## src/rtl/adc_port_pkg.sv

```systemverilog
package adc_port_pkg;

    typedef enum logic [1:0] {
        ST_IDLE    = 2'd0,
        ST_ACQUIRE = 2'd1,
        ST_CONVERT = 2'd2
    } port_state_e;

    localparam logic [1:0] PWR_AUTO_SD = 2'b00;

endpackage

```

## src/rtl/adc_pin_sync.sv

```systemverilog
module adc_pin_sync #(
    parameter int STAGES  = 2,
    parameter bit RST_VAL = 1'b0
) (
    input  logic clk,
    input  logic rst_n,
    input  logic pin,
    output logic level
);

    logic [STAGES-1:0] chain;

    generate
        if (STAGES == 1) begin : g_single
            always_ff @(posedge clk or negedge rst_n) begin
                if (!rst_n) chain <= RST_VAL;
                else        chain <= pin;
            end
        end else begin : g_multi
            always_ff @(posedge clk or negedge rst_n) begin
                if (!rst_n) chain <= {STAGES{RST_VAL}};
                else        chain <= {chain[STAGES-2:0], pin};
            end
        end
    endgenerate

    assign level = chain[STAGES-1];

endmodule

```

## src/rtl/adc_frame_ctrl.sv

```systemverilog
module adc_frame_ctrl
    import adc_port_pkg::*;
#(
    parameter int CTRL_W    = 8,
    parameter int FRAME_LEN = 16,
    parameter int CH_W      = 3,
    parameter int CH_LSB    = 3,
    parameter int PWR_LSB   = 0,
    parameter int CNT_W     = 4
) (
    input  logic              clk,
    input  logic              rst_n,
    input  logic              cs_low,
    input  logic              sclk_lvl,
    input  logic              din_lvl,
    output port_state_e       state,
    output logic [CNT_W-1:0]  edge_cnt,
    output logic              sclk_fall,
    output logic              sample_en,
    output logic [CH_W-1:0]   chan_sel,
    output logic              awake
);

    localparam logic [CNT_W-1:0] LAST_CTRL   = CNT_W'(CTRL_W - 1);
    localparam logic [CNT_W-1:0] LAST_EDGE   = CNT_W'(FRAME_LEN - 1);
    localparam logic [CNT_W-1:0] SAMPLE_EDGE = CNT_W'(1);

    port_state_e         state_q, state_d;
    logic                sclk_q;
    logic                sclk_rise;
    logic                in_frame;
    logic                ctrl_commit;
    logic [CNT_W-1:0]    cnt_q;
    logic [CTRL_W-1:0]   shift_q;
    logic [CTRL_W-1:0]   ctrl_q;
    logic                awake_q;

    // Serial clock edge detection on the synchronised level
    always_ff @(posedge clk or negedge rst_n) begin
        if (!rst_n) sclk_q <= 1'b0;
        else        sclk_q <= sclk_lvl;
    end

    assign sclk_rise   = sclk_lvl & ~sclk_q;
    assign in_frame    = (state_q != ST_IDLE);
    assign ctrl_commit = in_frame && sclk_rise && (cnt_q == LAST_CTRL);

    // State register
    always_ff @(posedge clk or negedge rst_n) begin
        if (!rst_n) state_q <= ST_IDLE;
        else        state_q <= state_d;
    end

    // Next-state logic
    always_comb begin
        state_d = state_q;
        unique case (state_q)
            ST_IDLE: begin
                if (cs_low) state_d = ST_ACQUIRE;
            end
            ST_ACQUIRE: begin
                if (!cs_low)
                    state_d = ST_IDLE;
                else if (sclk_rise && cnt_q == SAMPLE_EDGE)
                    state_d = ST_CONVERT;
            end
            ST_CONVERT: begin
                if (!cs_low)
                    state_d = ST_IDLE;
                else if (sclk_rise && cnt_q == LAST_EDGE)
                    state_d = ST_ACQUIRE;
            end
            default: state_d = ST_IDLE;
        endcase
    end

    // Rising-edge counter, cleared while idle, wraps after a full conversion
    always_ff @(posedge clk or negedge rst_n) begin
        if (!rst_n) begin
            cnt_q <= '0;
        end else if (!in_frame) begin
            cnt_q <= '0;
        end else if (sclk_rise) begin
            if (cnt_q == LAST_EDGE) cnt_q <= '0;
            else                    cnt_q <= cnt_q + 1'b1;
        end
    end

    // Control byte: shifted on the first CTRL_W rising edges, committed on the last
    always_ff @(posedge clk or negedge rst_n) begin
        if (!rst_n) begin
            shift_q <= '0;
            ctrl_q  <= '0;
        end else if (in_frame && sclk_rise && cnt_q <= LAST_CTRL) begin
            shift_q <= {shift_q[CTRL_W-2:0], din_lvl};
            if (ctrl_commit) ctrl_q <= {shift_q[CTRL_W-2:0], din_lvl};
        end
    end

    // Wake-up flag driven by the power field
    always_ff @(posedge clk or negedge rst_n) begin
        if (!rst_n)
            awake_q <= 1'b0;
        else if (!in_frame)
            awake_q <= (ctrl_q[PWR_LSB +: 2] != PWR_AUTO_SD);
        else if (sclk_fall)
            awake_q <= 1'b1;
    end

    // Output process
    always_comb begin
        state     = state_q;
        edge_cnt  = cnt_q;
        sclk_fall = ~sclk_lvl & sclk_q;
        sample_en = (state_q == ST_ACQUIRE) && sclk_rise && (cnt_q == SAMPLE_EDGE) && cs_low;
        chan_sel  = ctrl_q[CH_LSB +: CH_W];
        awake     = awake_q;
    end

    AST_CNT_CLEAR_IDLE: assert property (@(posedge clk) disable iff (!rst_n)
        (state_q == ST_IDLE) |=> (cnt_q == '0));

    AST_CTRL_ONLY_AT_COMMIT: assert property (@(posedge clk) disable iff (!rst_n)
        !ctrl_commit |=> $stable(ctrl_q));

    AST_CONVERT_ON_RISE: assert property (@(posedge clk) disable iff (!rst_n)
        (state_q == ST_ACQUIRE && state_d == ST_CONVERT) |-> sclk_rise);

endmodule

```

## src/rtl/adc_result_shift.sv

```systemverilog
module adc_result_shift
    import adc_port_pkg::*;
#(
    parameter int CH_COUNT   = 8,
    parameter int SAMPLE_W   = 12,
    parameter int LEAD_ZEROS = 4,
    parameter int CNT_W      = 4,
    parameter int CH_W       = 3
) (
    input  logic                         clk,
    input  logic                         rst_n,
    input  port_state_e                  state,
    input  logic [CNT_W-1:0]             edge_cnt,
    input  logic                         sclk_fall,
    input  logic                         sample_en,
    input  logic [CH_W-1:0]              chan_sel,
    input  logic [CH_COUNT*SAMPLE_W-1:0] ch_data,
    output logic                         dout,
    output logic                         dout_oe
);

    localparam int               FRAME_LEN = LEAD_ZEROS + SAMPLE_W;
    localparam logic [CNT_W-1:0] LAST_IDX  = CNT_W'(FRAME_LEN - 1);
    localparam logic [CNT_W-1:0] ZERO_END  = CNT_W'(LEAD_ZEROS);

    logic [SAMPLE_W-1:0]  ch_word [CH_COUNT];
    logic [SAMPLE_W-1:0]  result_q;
    logic [CNT_W-1:0]     bit_idx_q;
    logic [FRAME_LEN-1:0] frame_word;

    generate
        for (genvar g = 0; g < CH_COUNT; g++) begin : g_unpack
            assign ch_word[g] = ch_data[g*SAMPLE_W +: SAMPLE_W];
        end
    endgenerate

    // Sample capture on the conversion start edge
    always_ff @(posedge clk or negedge rst_n) begin
        if (!rst_n)         result_q <= '0;
        else if (sample_en) result_q <= ch_word[chan_sel];
    end

    // Output bit pointer: moves only on falling edges, to the count of rises seen
    always_ff @(posedge clk or negedge rst_n) begin
        if (!rst_n)                 bit_idx_q <= '0;
        else if (state == ST_IDLE)  bit_idx_q <= '0;
        else if (sclk_fall)         bit_idx_q <= edge_cnt;
    end

    assign frame_word = {{LEAD_ZEROS{1'b0}}, result_q};

    always_comb begin
        dout_oe = (state != ST_IDLE);
        dout    = dout_oe ? frame_word[LAST_IDX - bit_idx_q] : 1'b0;
    end

    AST_LEAD_ZEROS: assert property (@(posedge clk) disable iff (!rst_n)
        (dout_oe && bit_idx_q < ZERO_END) |-> !dout);

    AST_RESULT_HOLD: assert property (@(posedge clk) disable iff (!rst_n)
        !sample_en |=> $stable(result_q));

    AST_IDX_ONLY_ON_FALL: assert property (@(posedge clk) disable iff (!rst_n)
        (state != ST_IDLE && !sclk_fall) |=> $stable(bit_idx_q));

endmodule

```

## src/rtl/adc_serial_port.sv

```systemverilog
module adc_serial_port
    import adc_port_pkg::*;
#(
    parameter int CH_COUNT    = 8,
    parameter int SAMPLE_W    = 12,
    parameter int LEAD_ZEROS  = 4,
    parameter int CTRL_W      = 8,
    parameter int CH_LSB      = 3,
    parameter int PWR_LSB     = 0,
    parameter int SYNC_STAGES = 2
) (
    input  logic                         clk,
    input  logic                         rst_n,
    input  logic                         cs_n,
    input  logic                         sclk,
    input  logic                         din,
    input  logic [CH_COUNT*SAMPLE_W-1:0] ch_data,
    output logic                         dout,
    output logic                         dout_oe,
    output logic                         awake
);

    localparam int FRAME_LEN = LEAD_ZEROS + SAMPLE_W;
    localparam int CNT_W     = $clog2(FRAME_LEN);
    localparam int CH_W      = $clog2(CH_COUNT);

    logic              cs_lvl, sclk_lvl, din_lvl;
    port_state_e       state;
    logic [CNT_W-1:0]  edge_cnt;
    logic              sclk_fall;
    logic              sample_en;
    logic [CH_W-1:0]   chan_sel;

    adc_pin_sync #(.STAGES(SYNC_STAGES), .RST_VAL(1'b1)) u_sync_cs (
        .clk(clk), .rst_n(rst_n), .pin(cs_n), .level(cs_lvl));

    adc_pin_sync #(.STAGES(SYNC_STAGES), .RST_VAL(1'b0)) u_sync_sclk (
        .clk(clk), .rst_n(rst_n), .pin(sclk), .level(sclk_lvl));

    adc_pin_sync #(.STAGES(SYNC_STAGES), .RST_VAL(1'b0)) u_sync_din (
        .clk(clk), .rst_n(rst_n), .pin(din), .level(din_lvl));

    adc_frame_ctrl #(
        .CTRL_W(CTRL_W), .FRAME_LEN(FRAME_LEN), .CH_W(CH_W),
        .CH_LSB(CH_LSB), .PWR_LSB(PWR_LSB), .CNT_W(CNT_W)
    ) u_ctrl (
        .clk(clk), .rst_n(rst_n), .cs_low(~cs_lvl), .sclk_lvl(sclk_lvl),
        .din_lvl(din_lvl), .state(state), .edge_cnt(edge_cnt),
        .sclk_fall(sclk_fall), .sample_en(sample_en), .chan_sel(chan_sel),
        .awake(awake));

    adc_result_shift #(
        .CH_COUNT(CH_COUNT), .SAMPLE_W(SAMPLE_W), .LEAD_ZEROS(LEAD_ZEROS),
        .CNT_W(CNT_W), .CH_W(CH_W)
    ) u_out (
        .clk(clk), .rst_n(rst_n), .state(state), .edge_cnt(edge_cnt),
        .sclk_fall(sclk_fall), .sample_en(sample_en), .chan_sel(chan_sel),
        .ch_data(ch_data), .dout(dout), .dout_oe(dout_oe));

    AST_FLOAT_WHEN_DESELECTED: assert property (@(posedge clk) disable iff (!rst_n)
        (cs_lvl && $past(cs_lvl)) |-> !dout_oe);

endmodule

```

## config.mk

```make
export PLATFORM = sky130hd
export DESIGN_NAME = adc_serial_port
export DESIGN_NICKNAME = d
export VERILOG_FILES = /design/src/rtl/adc_port_pkg.sv /design/src/rtl/adc_pin_sync.sv /design/src/rtl/adc_frame_ctrl.sv /design/src/rtl/adc_result_shift.sv /design/src/rtl/adc_serial_port.sv
export SDC_FILE = /design/constraint.sdc
export NUM_CORES = 1
export LEC_CHECK = 0
export BUFFER_PORTS_ARGS = -buffer_cell sky130_fd_sc_hd__clkbuf_2
export CORE_ASPECT_RATIO = 1.5
export CORE_MARGIN = 3
export CORE_UTILIZATION = 40
export DETAILED_ROUTE_END_ITERATION = 10
export GPL_TIMING_DRIVEN = 0
export PLACE_DENSITY_LB_ADDON = 0.15
export SETUP_SLACK_MARGIN = 0.02
export SLEW_MARGIN = 5
export SYNTH_ARGS = -nofsm -noshare
export SYNTH_HDL_FRONTEND = slang
export SYNTH_HIERARCHICAL = 1
export SYNTH_SLANG_ARGS = --single-unit
```

## constraint.sdc

```tcl
create_clock -name clk -period 1.95 [get_ports clk]
set_input_delay 0.2925 -clock clk [delete_from_list [all_inputs] [get_ports clk]]
set_output_delay 0.2925 -clock clk [all_outputs]
set_load 0.01 [all_outputs]
```

==> run summary <==
Status
• **run status** finished, final reports clean

Drt
• **total wire length after detailed routing** 5.514 mm
• **residual antenna-violating net count after detailed routing** 0
• **DR pass1 iterations** 3
• **DRC violations left** 0
• **total via count in the routed design** 1,935
• **DR vias/cell** 5.287
• **violation count after the first detailed-routing iteration** 54
• **average routed wire per standard cell** 15.07 um

Power and ir drop
• **power density of the placed cells** 593.1 mW/mm2
• **Power, Total** 1865 uW
• **Peak VDD IR** 250.8 uV
• **Leakage** 0.001393 uW

Synthesis
• **complex-gate fraction of the synthesized area** 5.389%
• **combined area of all synthesized cells** 0.002415 mm2
• **synthesized area divided by synthesized cell count** 13.27 um2
• **part of the Yosys area used for sequential elements** 41.55%
• **post-synthesis cell type count** 37
• **post-synthesis mux area share** 36.89%
• **adder-cell share of the synthesized area** 1.036%
• **main flop type after synthesis** sky130_fd_sc_hd__dfrtp_1
• **xor-xnor portion of the synthesized cell area** 0.3627%
• **gate count of the mapped netlist** 182
• **Simple-Gate Fraction of Synth Area** 10.00%
• **total nets after synthesis** 285
• **Ys Warns** 6
• **combinational family with the most area after synthesis** multiplexers
• **FF+latch count, synth** 40
• **cell taking the most area after synthesis** sky130_fd_sc_hd__dfrtp_1
• **number of flops mapped to enable cells by yosys** 0
• **proportion of netlist area held by the largest area contributor** 39.38%
• **top post-synthesis cells by area** sky130_fd_sc_hd__dfrtp_1 39%, sky130_fd_sc_hd__mux4_2 21%, sky130_fd_sc_hd__mux2i_1 7.0%, sky130_fd_sc_hd__mux2_2 5.1%, sky130_fd_sc_hd__nor2_1 3.6%
• **share of async-settable or async-resettable flops after synthesis** 100.0%

Clock network
• **clock-pin slew on the worst setup and hold paths** 80 ps
• **Clock Root Buffer** sky130_fd_sc_hd__clkbuf_8
• **CTS tree** done
• **hold bufs inserted after CTS** 0
• **clock latency reported for the late side of the worst-skew pair** 290 ps
• **Sink Count** 40
• **clock buffer count from CTS** 5
• **maximum level of the CTS H-tree** 2
• **Max clock buf depth** 2

Worst hold path
• **type of the most critical hold path** primary input to flop
• **instance count along the most critical hold path** 1

Critical path
• **arrival time of the worst setup path** 1580 ps
• **category of the critical setup timing path** flop to primary output
• **peak per-stage delay on the critical path** 530 ps
• **maximum fanout along the worst path** 5
• **Critical Path End Type** primary output
• **logic depth of the worst register-to-register path** 3
• **kind of start point of the critical path** flop
• **slowest stage cell, crit path** sky130_fd_sc_hd__mux4_2
• **crit-path cells** mux4_2 -> o22ai_2 -> o31ai_2 -> clkbuf_2
• **required time worst endpoint** 1660 ps

Final layout
• **antenna fix cells** 0
• **area overhead of the layout relative to synthesis** 30.21%
• **commonest cells after routing, fill and taps aside** 106 x sky130_fd_sc_hd__clkbuf_2, 36 x sky130_fd_sc_hd__dfrtp_1, 23 x sky130_fd_sc_hd__mux4_2, 21 x sky130_fd_sc_hd__nor2_1, 17 x sky130_fd_sc_hd__mux2i_1
• **Final Net Count** 396
• **most common library cell in the layout ignoring fill and taps** sky130_fd_sc_hd__clkbuf_2
• **non-filler instance count after layout** 366
• **layout cells sized above 1** 57.82%
• **Final Cell Area** 0.003144 mm2

GRT
• **global-route total usage across every layer** 16.51%
• **number of antenna violations at the first check in global routing** 0
• **wire length of the first global-routing pass** 9.349 mm
• **total overflow reported by the global router** 0
• **via count of the first global-routing pass** 2,077
• **pin count of the biggest net entering global routing** 41

Timing
• **maximum clock rate** 0.5349 GHz
• **post-layout min period** 1869 ps
• **Slew Viols, Final** 0
• **final clock period utilization by the worst path** 95.87%
• **setup-violating endpoint count in the final report** 0
• **RSZ-0062 raised after global routing** false
• **number of hold violations in the final report** 0
• **worst-case headroom to the max-slew limit** 35.89%
• **post-layout worst setup margin** 80.53 ps
• **slew of the pin with the lowest slew margin** 961.6 ps
• **Final TNS setup** 0 ps
• **final clock skew** 8.646 ps

Run
• **max-cap check violation count** 0

Placement
• **# port buffers** 103
• **DP Area** 0.003020 mm2
• **RePlAce Congestion** 0.7492
• **Setup WS pre-CTS** 23.35 ps
• **HPWL after detailed placement** 4.623 mm
• **Inst Count DP** 357

Floorplanning
• **die extent in x** 69.44 um
• **total core area** 0.005828 mm2
• **total I/O pin count** 104
• **Die Area** 0.007025 mm2
• **die outline height** 101.2 um
• **# rows** 34
• **Initial Utilization** 41.43%

==> what timing repair did <==
action                     4_1_cts  5_1_grt
setup buffers                    0        1
resized for setup                3        6
setup endpoints to repair        9       13
pin swaps                        1        1
==> worst max-delay path: cells and delay by family, from the launching register on <==
kind / cells / cell delay [ps]
buffers and inverters: 1 / 130
AO/OA/AOI/OAI: 2 / 200
flip-flops: 1 / 430
multiplexers: 1 / 530
==> final timing paths <==
check / start / end / slack, ps
worst max-delay path: u_out/bit_idx_q[1] / dout / 80
worst min register to register: u_sync_din/chain[0] / u_sync_din/chain[1] / 350
min in group asynchronous: rst_n / u_ctrl/ctrl_q[0] / 140
worst min-delay path: cs_n / u_sync_cs/chain[0] / 90
worst max register to register: u_ctrl/edge_cnt[0] / u_ctrl/ctrl_q[3] / 290
max in group asynchronous: rst_n / u_out/bit_idx_q[0] / 1150
==> logic make-up (layout without fill, tap and decap cells) <==
group                    count (synthesis)  after routing
multiplexers                            54             54
AND/OR/NAND/NOR                         45             45
flip-flops                              40             40
AO/OA/AOI/OAI                           23             23
buffers and inverters                   17            129
adder cells (fa/ha/maj)                  2              2
XOR/XNOR                                 1              1
==> cells in the mapped netlist (2+ instances only) <==
master	number
sky130_fd_sc_hd__ha_1	2
sky130_fd_sc_hd__mux2_2	11
sky130_fd_sc_hd__nand2b_1	3
sky130_fd_sc_hd__nand2_1	3
sky130_fd_sc_hd__nand3b_1	3
sky130_fd_sc_hd__mux4_2	23
sky130_fd_sc_hd__nor2_1	23
sky130_fd_sc_hd__o21ai_0	2
sky130_fd_sc_hd__buf_2	3
sky130_fd_sc_hd__dfrtp_1	38
sky130_fd_sc_hd__dfstp_2	2
sky130_fd_sc_hd__buf_4	3
sky130_fd_sc_hd__mux4_1	3
sky130_fd_sc_hd__mux2i_1	17
sky130_fd_sc_hd__nor2b_1	3
sky130_fd_sc_hd__inv_1	4
sky130_fd_sc_hd__nand4_1	2
sky130_fd_sc_hd__clkbuf_1	3
sky130_fd_sc_hd__a21oi_1	16
==> power by group <==
part / switching (uW) / internal (uW)
sequential: 58.2 / 928
combinational: 120 / 194
clock: 281 / 282
total: 460 / 1410
==> state kept, by name, indices dropped and copies added (netlist names) <==
register,flops
u_out/result_q,12
u_ctrl/ctrl_q,5
u_ctrl/shift_q,5
u_ctrl/edge_cnt,4
u_out/bit_idx_q,4
u_ctrl/state,2
u_sync_cs/chain,2
u_sync_din/chain,2
u_sync_sclk/chain,2
u_ctrl/awake,1
u_ctrl/sclk_q,1
==> area by class of cell <==
cell class | instances | area, um2
timing repair buffer | 104 | 523.0
tap | 72 | 90.09
sequential | 40 | 1006
multi-input combinational | 125 | 1315
buffer | 13 | 102.6
clock buffer | 6 | 82.58
fill | 519 | 2684
clock inverter | 2 | 10.01
inverter | 4 | 15.01
==> per-layer routing <==
layer / global-route usage, % / vias to the layer above / wire length (um)
met2: 29.78 / 85 / 2932
met4: 4.060 / 0 / 43
met1: 19.99 / 934 / 2117
met5: 0 / - / 0
li1: - / 912 / -
met3: 3.873 / 4 / 420
==> per-stage QoR <==
stage | util, % | hold WS, ps
after floorplan | - | -3.091
after global placement | 51.82 | 332.7
after detailed placement | 51.82 | 335.8
after CTS | 53.48 | 79.61
after global routing | 53.95 | 71.64
final | 53.95 | 88.70
Note: power is estimated with default switching activity, not from simulation.
